==> src/rtl/vmp_pkg.sv <==
`timescale 1ns/1ps
package vmp_pkg;
    typedef enum logic [2:0] {
        OP_MERGE      = 3'd0,
        OP_PACK_MOD   = 3'd1,
        OP_PACK_SAT   = 3'd2,
        OP_UNPACK     = 3'd3,
        OP_PIX_PACK   = 3'd4,
        OP_PIX_UNPACK = 3'd5,
        OP_RSVD6      = 3'd6,
        OP_RSVD7      = 3'd7
    } vmp_op_e;

    typedef enum logic [1:0] {
        G_BYTE = 2'd0,
        G_HALF = 2'd1,
        G_WORD = 2'd2,
        G_RSVD = 2'd3
    } vmp_gran_e;

    localparam int unsigned MERGE_SIZES = 3;
    localparam int unsigned NARROW_SIZES = 2;
    localparam int unsigned BASE_EW = 8;
endpackage

==> src/rtl/vmp_merge.sv <==
`timescale 1ns/1ps
module vmp_merge #(
    parameter int unsigned VW = 128
) (
    input  logic [VW-1:0] a,
    input  logic [VW-1:0] b,
    input  logic [1:0]    gran,
    input  logic          hi,
    output logic [VW-1:0] res
);
    import vmp_pkg::*;

    logic [VW-1:0] lo_v [MERGE_SIZES];
    logic [VW-1:0] hi_v [MERGE_SIZES];

    for (genvar g = 0; g < MERGE_SIZES; g++) begin : g_size
        localparam int unsigned EW = BASE_EW << g;
        localparam int unsigned NE = VW / EW;
        localparam int unsigned HALF = NE / 2;
        for (genvar i = 0; i < HALF; i++) begin : g_el
            assign lo_v[g][(2*i)*EW   +: EW] = a[i*EW +: EW];
            assign lo_v[g][(2*i+1)*EW +: EW] = b[i*EW +: EW];
            assign hi_v[g][(2*i)*EW   +: EW] = a[(HALF+i)*EW +: EW];
            assign hi_v[g][(2*i+1)*EW +: EW] = b[(HALF+i)*EW +: EW];
        end
    end

    always_comb begin
        unique case (vmp_gran_e'(gran))
            G_BYTE:  res = hi ? hi_v[0] : lo_v[0];
            G_HALF:  res = hi ? hi_v[1] : lo_v[1];
            G_WORD:  res = hi ? hi_v[2] : lo_v[2];
            default: res = '0;
        endcase
    end
endmodule

==> src/rtl/vmp_narrow.sv <==
`timescale 1ns/1ps
module vmp_narrow #(
    parameter int unsigned SW = 16
) (
    input  logic [SW-1:0]   din,
    input  logic            sat,
    input  logic            sgn,
    output logic [SW/2-1:0] dout
);
    localparam int unsigned DW = SW / 2;

    logic          s_fit;
    logic          u_fit;
    logic [DW-1:0] s_lim;

    always_comb begin
        s_fit = (din[SW-1:DW-1] == '0) || (din[SW-1:DW-1] == '1);
        u_fit = (din[SW-1:DW] == '0);
        s_lim = din[SW-1] ? {1'b1, {(DW-1){1'b0}}} : {1'b0, {(DW-1){1'b1}}};
        if (!sat)
            dout = din[DW-1:0];
        else if (sgn)
            dout = s_fit ? din[DW-1:0] : s_lim;
        else
            dout = u_fit ? din[DW-1:0] : '1;
    end
endmodule

==> src/rtl/vmp_pack.sv <==
`timescale 1ns/1ps
module vmp_pack #(
    parameter int unsigned VW = 128
) (
    input  logic [VW-1:0] a,
    input  logic [VW-1:0] b,
    input  logic [1:0]    gran,
    input  logic          sat,
    input  logic          sgn,
    output logic [VW-1:0] res
);
    import vmp_pkg::*;

    logic [2*VW-1:0] ab;
    logic [VW-1:0]   nar_v [NARROW_SIZES];

    assign ab = {b, a};

    for (genvar g = 0; g < NARROW_SIZES; g++) begin : g_size
        localparam int unsigned SW = (2 * BASE_EW) << g;
        localparam int unsigned DW = SW / 2;
        localparam int unsigned NT = (2 * VW) / SW;
        for (genvar i = 0; i < NT; i++) begin : g_el
            vmp_narrow #(.SW(SW)) u_nar (
                .din  (ab[i*SW +: SW]),
                .sat  (sat),
                .sgn  (sgn),
                .dout (nar_v[g][i*DW +: DW])
            );
        end
    end

    always_comb begin
        unique case (vmp_gran_e'(gran))
            G_BYTE:  res = nar_v[0];
            G_HALF:  res = nar_v[1];
            default: res = '0;
        endcase
    end
endmodule

==> src/rtl/vmp_unpack.sv <==
`timescale 1ns/1ps
module vmp_unpack #(
    parameter int unsigned VW = 128
) (
    input  logic [VW-1:0] a,
    input  logic [1:0]    gran,
    input  logic          hi,
    output logic [VW-1:0] res
);
    import vmp_pkg::*;

    localparam int unsigned HW = VW / 2;

    logic [HW-1:0] half;
    logic [VW-1:0] wid_v [NARROW_SIZES];

    assign half = hi ? a[VW-1:HW] : a[HW-1:0];

    for (genvar g = 0; g < NARROW_SIZES; g++) begin : g_size
        localparam int unsigned SW = BASE_EW << g;
        localparam int unsigned DW = 2 * SW;
        localparam int unsigned NE = VW / DW;
        for (genvar i = 0; i < NE; i++) begin : g_el
            assign wid_v[g][i*DW +: DW] = {{SW{half[i*SW+SW-1]}}, half[i*SW +: SW]};
        end
    end

    always_comb begin
        unique case (vmp_gran_e'(gran))
            G_BYTE:  res = wid_v[0];
            G_HALF:  res = wid_v[1];
            default: res = '0;
        endcase
    end
endmodule

==> src/rtl/vmp_pixel.sv <==
`timescale 1ns/1ps
module vmp_pixel #(
    parameter int unsigned VW = 128
) (
    input  logic [VW-1:0] a,
    input  logic [VW-1:0] b,
    input  logic          hi,
    output logic [VW-1:0] pk,
    output logic [VW-1:0] up
);
    localparam int unsigned NW = VW / 32;
    localparam int unsigned HW = VW / 2;

    logic [2*VW-1:0] ab;
    logic [HW-1:0]   half;

    assign ab   = {b, a};
    assign half = hi ? a[VW-1:HW] : a[HW-1:0];

    for (genvar i = 0; i < 2*NW; i++) begin : g_pk
        assign pk[i*16 +: 16] = {ab[i*32+24], ab[i*32+19 +: 5],
                                 ab[i*32+11 +: 5], ab[i*32+3 +: 5]};
    end

    for (genvar i = 0; i < NW; i++) begin : g_up
        assign up[i*32 +: 32] = {{8{half[i*16+15]}},
                                 3'b000, half[i*16+10 +: 5],
                                 3'b000, half[i*16+5 +: 5],
                                 3'b000, half[i*16 +: 5]};
    end
endmodule

==> src/rtl/vmp_unit.sv <==
`timescale 1ns/1ps
module vmp_unit #(
    parameter int unsigned VW = 128
) (
    input  logic          clk,
    input  logic          rst,
    input  logic [2:0]    op,
    input  logic [1:0]    gran,
    input  logic          hi,
    input  logic          sgn,
    input  logic [127:0]  src_a,
    input  logic [127:0]  src_b,
    output logic [127:0]  result
);
    import vmp_pkg::*;

    vmp_op_e     op_e;
    logic [VW-1:0] merge_r, pack_r, unpk_r, pixp_r, pixu_r;
    logic [VW-1:0] nxt;

    assign op_e = vmp_op_e'(op);

    vmp_merge #(.VW(VW)) u_merge (
        .a(src_a), .b(src_b), .gran(gran), .hi(hi), .res(merge_r)
    );

    vmp_pack #(.VW(VW)) u_pack (
        .a(src_a), .b(src_b), .gran(gran),
        .sat(op_e == OP_PACK_SAT), .sgn(sgn), .res(pack_r)
    );

    vmp_unpack #(.VW(VW)) u_unpack (
        .a(src_a), .gran(gran), .hi(hi), .res(unpk_r)
    );

    vmp_pixel #(.VW(VW)) u_pixel (
        .a(src_a), .b(src_b), .hi(hi), .pk(pixp_r), .up(pixu_r)
    );

    always_comb begin
        unique case (op_e)
            OP_MERGE:                nxt = merge_r;
            OP_PACK_MOD, OP_PACK_SAT: nxt = pack_r;
            OP_UNPACK:               nxt = unpk_r;
            OP_PIX_PACK:             nxt = pixp_r;
            OP_PIX_UNPACK:           nxt = pixu_r;
            default:                 nxt = '0;
        endcase
    end

    always_ff @(posedge clk) begin
        if (rst) result <= '0;
        else     result <= nxt;
    end
endmodule

==> config.mk <==
export PLATFORM = sky130hd
export DESIGN_NAME = vmp_unit
export DESIGN_NICKNAME = d
export VERILOG_FILES = /design/src/rtl/vmp_pkg.sv /design/src/rtl/vmp_merge.sv /design/src/rtl/vmp_narrow.sv /design/src/rtl/vmp_pack.sv /design/src/rtl/vmp_unpack.sv /design/src/rtl/vmp_pixel.sv /design/src/rtl/vmp_unit.sv
export SDC_FILE = /design/constraint.sdc
export NUM_CORES = 1
export LEC_CHECK = 0
export BUFFER_PORTS_ARGS = -buffer_cell sky130_fd_sc_hd__buf_2
export CORE_MARGIN = 2
export CORE_UTILIZATION = 45
export CTS_BUF_LIST = sky130_fd_sc_hd__clkbuf_4 sky130_fd_sc_hd__clkbuf_8
export DETAILED_ROUTE_END_ITERATION = 10
export HOLD_SLACK_MARGIN = 0.1
export PLACE_DENSITY = 0.66
export SLEW_MARGIN = 20
export SYNTH_ARGS = -nofsm -noshare
export SYNTH_HDL_FRONTEND = slang
export SYNTH_HIERARCHICAL = 1
export SYNTH_SLANG_ARGS = --single-unit
export TNS_END_PERCENT = 20
==> constraint.sdc <==
create_clock -name clk -period 9 [get_ports clk]
set_input_delay 0.45 -clock clk [delete_from_list [all_inputs] [get_ports clk]]
set_output_delay 0.45 -clock clk [all_outputs]
set_load 0.01 [all_outputs]
==> Implementation_results.wiki <==
{| class="wikitable"
! Metric !! Value
|-
| Result of the run || complete, no violations
|-
| Hold-critical path endpoint || result[80]
|-
| Portion of synthesized cell area occupied by the leading cell type || between 10% and 20%
|-
| Number of buffer cells added on primary ports || around 390
|-
| Post-Synth Simple-Gate Area || between 10% and 20%
|-
| Worst slack after detailed placement || between 4000 and 5000 ps
|-
| Average detailed-routed wire length per instance || between 20 and 30 um
|-
| Number of antenna violations at the first check in global routing || 17
|-
| Top cell type by total area after synthesis || sky130_fd_sc_hd__mux2_4
|-
| Crit path launch || op[2]
|-
| Cell chosen for the clock root || sky130_fd_sc_hd__clkbuf_8
|-
| M1 GR Usage || between 40% and 50%
|-
| Layout cells sized above 1 || 31.9%
|-
| Number of rows created at floorplan || between 80 and 90
|-
| Number of distinct standard cells referenced by the synthesized netlist || 48
|-
| Cts repair resizes || 0
|-
| Area of combinational cells with multiple inputs || ~18000 um^2
|-
| Combinational family with the most area after synthesis || multiplexers
|-
| Slew at the pin closest to its max-slew limit || about 1100 ps
|-
| Clock Path Buffers || 2
|-
| Cell Area, Synth || between 20000 and 25000 um^2
|-
| Max-cap check violation count || 0
|-
| Number of warnings issued by yosys || 6
|-
| Multiplexer area fraction after synthesis || about 32%
|-
| Share of synthesized registers carrying an async set or reset || 0%
|-
| Vias post-DR || roughly 24000
|-
| GRT overflow || 0
|-
| CP Capture Type || register
|-
| Starting density of the core || ~45%
|-
| Commonest cells post-synth || sky130_fd_sc_hd__a32oi_1, sky130_fd_sc_hd__mux2i_1, sky130_fd_sc_hd__nor2_1, sky130_fd_sc_hd__buf_4, sky130_fd_sc_hd__o21a_1
|-
| Sequential cell area fraction in the yosys report || 10.8%
|-
| Total count of max-transition violations in the final report || 0
|-
| Maximum ir drop on the vdd rail || about 0.092 mV
|-
| Register ranked first by flip-flop count || result
|-
| Slew HR || 23.5%
|-
| Initial DRC count || 3397
|-
| Max Fanout on Critical Path || between 70 and 80
|-
| I/O pin cnt || a little under 400
|-
| Crit path DAT || approximately 5000 ps
|-
| Mean number of vias per cell || between 6 and 7
|-
| Post-detail-place hpwl || roughly 70000 um
|-
| Biggest regs || result (128)
|-
| Number of setup buffers added after CTS || 0
|-
| Complex-gate fraction of the synthesized area || between 30% and 40%
|-
| Adder-Cell Fraction of Synth Area || 0%
|-
| Cts bufs inserted || 17
|-
| Hold path depth || 4
|-
| CP Data Required Time || ~9500 ps
|-
| EDFF count, synth || 0
|-
| Worst setup margin || 4500 ps
|-
| Met2 global-route usage || 54.4%
|-
| Most instantiated library cell after synthesis || sky130_fd_sc_hd__a32oi_1
|-
| Fin crit share || around 50%
|-
| Die span in x || 234 um
|-
| Top Usage Layer GRT || met2
|-
| Main synth FF type || sky130_fd_sc_hd__dfxtp_1
|-
| Power per standard cell area || approximately 100 nW/um^2
|-
| Via count of the first global-routing pass || around 22000
|-
| Global placer's final weighted congestion || about 0.97
|-
| Register area || between 2000 and 3000 um^2
|-
| Post-Synthesis Cells || around 2700
|-
| Leakage Power || ~0.0098 uW
|-
| Total Wirelength || around 100000 um
|-
| Cell types occupying the most area after synthesis || sky130_fd_sc_hd__mux2_4, sky130_fd_sc_hd__dfxtp_1, sky130_fd_sc_hd__mux2i_1
|-
| Net count, final || 2985
|-
| CTS clk-pin slew, worst paths || ~90 ps
|-
| Core Box Area || 52300 um^2
|-
| Global-route usage over all layers || a little over a third
|-
| Routing usage on met3 || 6.21%
|-
| Sink Count || approximately 130
|-
| Die outline area || 54700 um^2
|-
| Syn_area_per_cell || a little under 9 um^2
|-
| DRC || 0
|-
| Hold Vio Cnt, Final || 0
|-
| Layout-stage area growth over the synthesis result || 1.06%
|-
| HP Start || src_b[35]
|-
| Class of the most critical hold timing path || in -> reg
|-
| H-tree levels || 4
|-
| Setup TNS after final layout || 0 ps
|-
| Height of the die || 234 um
|-
| Length of the first detailed-routing pass in iterations || 8
|-
| Nature of the critical path startpoint || input pin
|-
| XOR/XNOR Fraction of Synth Area || 0%
|-
| Count of hold buffers inserted by post-cts repair || 0
|-
| Pin count of the biggest net entering global routing || between 100 and 150
|-
| Unrepaired setup endpoints after global routing || false
|-
| Global-route wire length before repair || approximately 140000 um
|-
| Maximum frequency from static timing analysis || 222 MHz
|-
| Shortest clock period the worst path allows after layout || 4500 ps
|-
| Fill cell total of the finished layout || 5208
|-
| Register bit count reported by yosys || approximately 130
|-
| Number of flip-flops under the largest register name || between 100 and 150
|-
| Clock tree from TritonCTS || built
|-
| Antenna violation net count after detailed routing || 0
|-
| Final setup violation count || 0
|-
| Path type of the worst setup path || in -> reg
|}
[stage by stage]
stage                     instance area [um^2]  utilization, %  power [uW]  cells  hold WS [ps]
after floorplan                          23900               -        1460   2766           754
after global placement                   23500            44.9        1760   3388           844
after detailed placement                 23500            44.9        1770   3388           847
after CTS                                24000            45.8        2390   3420           323
after global routing                     24000            45.9        2500   3436           401
final                                    24000            45.9        2410   3436           353
[logic make-up after synthesis]
logic type	Yosys count
flops	128
other cells	1
compound gates	957
simple gates	488
buf+inv	517
mux	640
[cell usage in the layout (no fill, tap or decap), drive strengths merged, types with 40 or more instances in the layout]
cell,instances
buf,418
mux2,384
a32oi,272
mux2i,256
nor2,247
o21a,232
a21oi,176
dfxtp,128
o21ai,96
o22ai,68
nor4,48
or2,41
nand3,40
nand4,40
[routing by layer]
metal / vias to the layer above / share of wire [%] / wire length [um]
met4: 6 / 4.9 / 4850
met3: 255 / 9.3 / 9250
li1: 10300 / - / -
met5: - / 0.046 / 46
met1: 11700 / 41 / 40600
met2: 1528 / 45 / 45000
[cell type report]
cell class	count	share of cell area, %
inverters	33	0.521
well taps	688	3.58
diodes	15	0.156
clock buffers	22	1.21
repair buffers	419	9.30
multi-input cells	2121	73.9
clock inverters	10	0.656
flip-flops and latches	128	10.7
[worst max-delay path by stage]
stage / slack [ps] / to / cells past startpoint
3_3_place_gp: 4200 / result[105] / 12
2_1_floorplan: 3010 / result[40] / 13
5_1_grt: 4300 / result[16] / 12
6_report: 4500 / result[105] / 12
3_5_place_dp: 4090 / result[105] / 12
4_1_cts: 4720 / result[105] / 12
[critical path: stages]
cell                      delay [ps]
sky130_fd_sc_hd__buf_2           140
sky130_fd_sc_hd__and2b_4         900
sky130_fd_sc_hd__nor2b_4         720
sky130_fd_sc_hd__buf_4           770
sky130_fd_sc_hd__o21ai_0         240
sky130_fd_sc_hd__a31oi_2         700
sky130_fd_sc_hd__o21a_1          190
sky130_fd_sc_hd__mux2i_1         100
sky130_fd_sc_hd__nor2_1          260
sky130_fd_sc_hd__mux2_2          200
sky130_fd_sc_hd__a32oi_1          50
sky130_fd_sc_hd__a21oi_1         200
[power breakdown]
part	internal (uW)	switching, uW	leakage (uW)
Clock	328	287	0.000222
Combinational	473	709	0.00854
Sequential	599	17.6	0.00105
Power figures use the tool's default switching activity.
